File: src/rtl/wpt_pkg.sv
package wpt_pkg;
  localparam int CTRL_CMP_W = 8;
  localparam int CTRL_VAL_W = 9;

  localparam int CB_WRITE  = 0;
  localparam int CB_SIZE   = 1;
  localparam int CB_KIND   = 3;
  localparam int CB_PRIV   = 4;
  localparam int CB_DBG    = 5;
  localparam int CB_CHAIN  = 6;
  localparam int CB_LINK   = 7;
  localparam int CB_ENABLE = 8;

  typedef enum logic [2:0] {
    SEL_ADDR_VAL  = 3'd0,
    SEL_ADDR_MASK = 3'd1,
    SEL_DATA_VAL  = 3'd2,
    SEL_DATA_MASK = 3'd3,
    SEL_CTRL_VAL  = 3'd4,
    SEL_CTRL_MASK = 3'd5
  } wpt_sel_e;
endpackage

File: src/rtl/wpt_regfile.sv
module wpt_regfile
  import wpt_pkg::*;
#(
  parameter int ADDR_W = 32,
  parameter int DATA_W = 32,
  parameter int CFG_W  = 32
) (
  input  logic                  clk,
  input  logic                  rst_n,
  input  logic                  we,
  input  logic [2:0]            sel,
  input  logic [CFG_W-1:0]      wdata,
  output logic [ADDR_W-1:0]     addr_val,
  output logic [ADDR_W-1:0]     addr_mask,
  output logic [DATA_W-1:0]     data_val,
  output logic [DATA_W-1:0]     data_mask,
  output logic [CTRL_VAL_W-1:0] ctrl_val,
  output logic [CTRL_CMP_W-1:0] ctrl_mask
);
  logic en_av, en_am, en_dv, en_dm, en_cv, en_cm;

  always_comb begin
    en_av = we && (sel == SEL_ADDR_VAL);
    en_am = we && (sel == SEL_ADDR_MASK);
    en_dv = we && (sel == SEL_DATA_VAL);
    en_dm = we && (sel == SEL_DATA_MASK);
    en_cv = we && (sel == SEL_CTRL_VAL);
    en_cm = we && (sel == SEL_CTRL_MASK);
  end

  always_ff @(posedge clk or negedge rst_n) begin
    if (!rst_n) begin
      addr_val  <= '0;
      addr_mask <= '0;
      data_val  <= '0;
      data_mask <= '0;
      ctrl_val  <= '0;
      ctrl_mask <= '0;
    end else begin
      if (en_av) addr_val  <= wdata[ADDR_W-1:0];
      if (en_am) addr_mask <= wdata[ADDR_W-1:0];
      if (en_dv) data_val  <= wdata[DATA_W-1:0];
      if (en_dm) data_mask <= wdata[DATA_W-1:0];
      if (en_cv) ctrl_val  <= wdata[CTRL_VAL_W-1:0];
      if (en_cm) ctrl_mask <= wdata[CTRL_CMP_W-1:0];
    end
  end


  addr_val_wr_chk: assert property (@(posedge clk) disable iff (!rst_n)
    (we && sel == 3'd0) |=> (addr_val == $past(wdata[ADDR_W-1:0])));


  ctrl_mask_keeps_enable_chk: assert property (@(posedge clk) disable iff (!rst_n)
    (we && sel == 3'd5) |=> $stable(ctrl_val));


  unused_sel_chk: assert property (@(posedge clk) disable iff (!rst_n)
    (we && sel[2:1] == 2'b11) |=> ($stable(addr_val) && $stable(addr_mask) &&
      $stable(data_val) && $stable(data_mask) && $stable(ctrl_val) && $stable(ctrl_mask)));
endmodule

File: src/rtl/wpt_field_cmp.sv
module wpt_field_cmp #(
  parameter int W = 32
) (
  input  logic [W-1:0] value,
  input  logic [W-1:0] mask,
  input  logic [W-1:0] probe,
  output logic         hit
);
  logic [W-1:0] bit_ok;

  for (genvar i = 0; i < W; i++) begin : g_bit
    assign bit_ok[i] = mask[i] | ~(value[i] ^ probe[i]);
  end

  assign hit = &bit_ok;
endmodule

File: src/rtl/wpt_match_stage.sv
module wpt_match_stage (
  input  logic clk,
  input  logic rst_n,
  input  logic hit,
  output logic match_q
);
  logic match_d;

  always_comb match_d = hit;

  always_ff @(posedge clk or negedge rst_n) begin
    if (!rst_n) match_q <= 1'b0;
    else        match_q <= match_d;
  end
endmodule

File: src/rtl/bus_watchpoint.sv
module bus_watchpoint
  import wpt_pkg::*;
#(
  parameter int ADDR_W = 32,
  parameter int DATA_W = 32
) (
  input  logic              clk,
  input  logic              rst_n,
  input  logic              cfg_we,
  input  logic [2:0]        cfg_sel,
  input  logic [((ADDR_W > DATA_W) ? ADDR_W : DATA_W)-1:0] cfg_wdata,
  input  logic              bus_valid,
  input  logic [ADDR_W-1:0] bus_addr,
  input  logic [DATA_W-1:0] bus_data,
  input  logic              bus_write,
  input  logic [1:0]        bus_size,
  input  logic              bus_is_data,
  input  logic              bus_priv,
  input  logic              dbg_ext,
  input  logic              chain_in,
  output logic              match_out,
  output logic              chain_out
);
  localparam int CFG_W = (ADDR_W > DATA_W) ? ADDR_W : DATA_W;

  logic [1:0] rst_pipe;
  logic       rst_sync_n;

  always_ff @(posedge clk or negedge rst_n) begin
    if (!rst_n) rst_pipe <= 2'b00;
    else        rst_pipe <= {rst_pipe[0], 1'b1};
  end
  assign rst_sync_n = rst_pipe[1];

  logic [ADDR_W-1:0]     addr_val, addr_mask;
  logic [DATA_W-1:0]     data_val, data_mask;
  logic [CTRL_VAL_W-1:0] ctrl_val;
  logic [CTRL_CMP_W-1:0] ctrl_mask;
  logic [CTRL_CMP_W-1:0] ctrl_probe;
  logic                  addr_hit, data_hit, ctrl_hit, unit_hit;

  wpt_regfile #(.ADDR_W(ADDR_W), .DATA_W(DATA_W), .CFG_W(CFG_W)) i_regs (
    .clk(clk), .rst_n(rst_sync_n), .we(cfg_we), .sel(cfg_sel), .wdata(cfg_wdata),
    .addr_val(addr_val), .addr_mask(addr_mask), .data_val(data_val),
    .data_mask(data_mask), .ctrl_val(ctrl_val), .ctrl_mask(ctrl_mask)
  );

  always_comb begin
    ctrl_probe                   = '0;
    ctrl_probe[CB_WRITE]         = bus_write;
    ctrl_probe[CB_SIZE+1:CB_SIZE] = bus_size;
    ctrl_probe[CB_KIND]          = bus_is_data;
    ctrl_probe[CB_PRIV]          = bus_priv;
    ctrl_probe[CB_DBG]           = dbg_ext;
    ctrl_probe[CB_CHAIN]         = chain_in;
    ctrl_probe[CB_LINK]          = 1'b0;
  end

  wpt_field_cmp #(.W(ADDR_W)) i_addr_cmp (
    .value(addr_val), .mask(addr_mask), .probe(bus_addr), .hit(addr_hit));
  wpt_field_cmp #(.W(DATA_W)) i_data_cmp (
    .value(data_val), .mask(data_mask), .probe(bus_data), .hit(data_hit));
  wpt_field_cmp #(.W(CTRL_CMP_W)) i_ctrl_cmp (
    .value(ctrl_val[CTRL_CMP_W-1:0]), .mask(ctrl_mask), .probe(ctrl_probe), .hit(ctrl_hit));

  assign unit_hit  = bus_valid & ctrl_val[CB_ENABLE] & addr_hit & data_hit & ctrl_hit;
  assign chain_out = unit_hit;

  wpt_match_stage i_match (
    .clk(clk), .rst_n(rst_sync_n), .hit(unit_hit), .match_q(match_out));


  disabled_no_match_chk: assert property (@(posedge clk) disable iff (!rst_sync_n)
    !ctrl_val[CB_ENABLE] |=> !match_out);


  invalid_no_match_chk: assert property (@(posedge clk) disable iff (!rst_sync_n)
    !bus_valid |=> !match_out);
endmodule

File: config.mk
export PLATFORM = sky130hd
export DESIGN_NAME = bus_watchpoint
export DESIGN_NICKNAME = d
export VERILOG_FILES = /design/src/rtl/wpt_pkg.sv /design/src/rtl/wpt_regfile.sv /design/src/rtl/wpt_field_cmp.sv /design/src/rtl/wpt_match_stage.sv /design/src/rtl/bus_watchpoint.sv
export SDC_FILE = /design/constraint.sdc
export NUM_CORES = 1
export LEC_CHECK = 0
export BUFFER_PORTS_ARGS = -buffer_cell sky130_fd_sc_hd__buf_2
export CELL_PAD_IN_SITES_DETAIL_PLACEMENT = 2
export CELL_PAD_IN_SITES_GLOBAL_PLACEMENT = 2
export CORE_MARGIN = 2
export CORE_UTILIZATION = 27
export CTS_CLUSTER_SIZE = 16
export DETAILED_ROUTE_END_ITERATION = 6
export PLACE_DENSITY = 0.58
export SETUP_SLACK_MARGIN = 0.15
export SYNTH_ARGS = -nofsm -noshare
export SYNTH_HDL_FRONTEND = slang
export SYNTH_SLANG_ARGS = --single-unit
File: constraint.sdc
create_clock -name clk -period 5 [get_ports clk]
set_input_delay 0.5 -clock clk [delete_from_list [all_inputs] [get_ports clk]]
set_output_delay 0.5 -clock clk [all_outputs]
set_load 0.01 [all_outputs]
==> metrics.txt <==
worst reg2reg setup slack between 3 and 4 ns; ys flop type dfrtp_1; total CTS buffers 17; delay-heaviest family, CP simple AND/OR/NAND/NOR gates; Synth area leader dfrtp_1; Area growth, synth to finish 22.54%; DRC violations left 0; Max clock buf depth 2; met2 wire len approximately 9 mm; 1st-iter DRT viols between 70 and 80; Core ar. between 20000 and 25000 um^2; cell with the most instances after synthesis dfrtp_1; largest net degree at the start of global routing 56; Total GRT Usage 0.1528; critical path class reg -> out; mapped cell area about 6500 um^2; die extent in x 158.7 um; crit path max fanout 2; Worst-Margin Slew ~0.77 ns; diode count 0; Post-DP HPWL approximately 13 mm; Top Layer Used met4; sequential share of the synthesized area 0.5732; routed via count slightly above 4000; yosys synthesis warning count 0; Async SR Flop Fraction 1.000; Req. time, crit path about 4.5 ns; vias in the first global route 4667; total setup buffers inserted after CTS 0; Die Y-Extent 158.7 um; Hold Path Sink rst_pipe[1]; post-CTS sizing 0; PnR Total Power 0.003443 W; Rel. slew slack 0.4852; DR WL met3 approximately 570 um; clock skew 0.006624 ns; worst path arrival time ~2.2 ns; status finished clean; I/O pin total 112; most frequent cells after synthesis dfrtp_1, mux2_2, xnor2_1, o22ai_1, nor2_1; number of enable flip-flop cells after synthesis 0; drt pass-1 iters 2; r2r worst-path depth 5; CTS tree done; CP startpoint kind register; drt total wl roughly 18 mm; reg-to-reg critical path startpoint i_regs.ctrl_val[6]; Worst Path Buf+Inv 1; share of layout cells above drive strength 1 0.4974; crit path time final roughly 2.7 ns; Initial Utilization 0.2753; CP Capture Type output port; DR WL/cell around 20 um; root buffer cell clkbuf_16; via/cell ratio around 4.5; Pins Over Slew Limit 0; Hold Crit Depth 0; Post-Synthesis Cells between 400 and 500; Hold Crit Class reg -> reg; FF-to-FF End i_match.match_q; clk sink count approximately 150; die area about 25000 um^2; fmax 368.1 MHz; fin nets roughly 680; H-tree levels 4; RSZ-0062 raised after global routing false; gpl congestion around 0.72; cell repeated most along the worst path nor4_1; first-pass GRT wire length approximately 28 mm; Synth Net Count 554; Worst-path clk slew 0.06 ns; number of hold violations in the final report 0; flop and latch count out of synthesis about 150; Synth Area per Inst around 15 um^2; Tcrit/Tclk final 0.5433; Crit-path slowest cell nor4_1; PortBufs approximately 110; main area contributors after synthesis dfrtp_1, mux2_2, xnor2_1, o22ai_1, nor2_1; share of the synthesized area in the top cell type 0.5732; Power Density 434.9 nW/um^2; number of setup violations in the final report 0; Max VDD drop roughly 0.19 mV; CP max stage delay roughly 0.52 ns; grt ovf 0; clock latency at the later pin of the worst-skew pair approximately 0.4 ns; crit path cell chain xnor2_1, o22ai_1, nor4_1, nand4_1, nor4_1, buf_2; Met1 Wirelength 8.464 mm; Antenna Nets Post-Route 0; Max-Cap Viols 0; initial antenna violation count 0; Placement Rows 56; HP Start rst_pipe[0]; setup tns final 0 ns; Pleak between 3 and 4 nW; fillers ~2500; synth unique cells 22
## per-layer routing
layer / vias to the layer above / global-route usage
li1: 1828 / -
met1: 2132 / 0.2096
met2: 72 / 0.2503
met3: 8 / 0.03048
met4: 0 / 0.03346
met5: - / 0
## what timing repair did
| item | in CTS | in global routing |
|---|---|---|
| setup endpoints to repair | 0 | 0 |
| hold buffers | 1 | 0 |
| endpoints found under the hold margin | 2 | 0 |
## logic make-up (layout without fill, tap and decap cells)
family	after synthesis	in the layout	synth area share
flip-flops	148	148	0.5732
multiplexers	145	145	0.2527
XOR/XNOR	71	71	0.09624
AO/OA/AOI/OAI	36	36	0.03602
AND/OR/NAND/NOR	30	30	0.02711
buffers and inverters	13	148	0.01414
other	1	1	0.0005804
## metrics by stage
stage,std cells,hold slack (ns),util,area (um^2),worst slack [ns]
after floorplan,444,0.2044,-,6461,0.5710
after CTS,898,0.3510,0.3373,7918,2.145
final,898,0.3551,0.3373,7918,2.283
after global routing,898,0.3633,0.3373,7918,2.012
after detailed placement,868,0.2883,0.3150,7393,2.362
after global placement,868,0.2880,0.3150,7393,2.368
## how the worst max path moves through the flow
stage                       start              end  slack [ns]  cells after the start
2_1_floorplan         rst_pipe[1]  i_match.match_q        0.57                      0
3_3_place_gp         bus_data[17]        chain_out        2.37                      7
3_5_place_dp             chain_in        chain_out        2.36                      7
4_1_cts        i_regs.ctrl_val[6]        chain_out        2.14                      6
5_1_grt        i_regs.data_val[5]        chain_out        2.01                      6
6_report       i_regs.ctrl_val[6]        chain_out        2.28                      6
## layout make-up
type	instances	area, um^2	share of cell area
flip-flops and latches	148	3707	0.4682
multi-input cells	283	2679	0.3383
repair buffers	119	618.1	0.07807
clock buffers	22	454.2	0.05736
well taps	319	399.1	0.05041
clock inverters	7	60.06	0.007585
## flip-flops by register name, summed over array words and instances (netlist names)
register	cells
i_regs.ctrl_mask	8
i_regs.addr_val	32
i_match.match_q	1
i_regs.addr_mask	32
rst_pipe	2
i_regs.data_val	32
i_regs.data_mask	32
i_regs.ctrl_val	9
## layout by cell type, fill, tap and decap left out, types with 2 or more instances in the layout
| cell type | count |
|---|---|
| o22ai_1 | 33 |
| clkbuf_16 | 17 |
| mux2_1 | 4 |
| nand2b_1 | 2 |
| clkbuf_1 | 4 |
| nor2_1 | 14 |
| clkinv_2 | 6 |
| nand4b_1 | 2 |
| buf_4 | 7 |
| mux2_2 | 141 |
| dfrtp_1 | 147 |
| xnor2_1 | 71 |
| nand4_1 | 4 |
| buf_2 | 111 |
| nor3_4 | 2 |
| nor4_1 | 2 |
## report_power, final
part / switching (W) / total, W / internal (W)
Sequential: 0.000169 / 0.00163 / 0.00146
Combinational: 0.000279 / 0.000663 / 0.000384
Clock: 0.000468 / 0.00115 / 0.000684
Power figures use the tool's default switching activity.
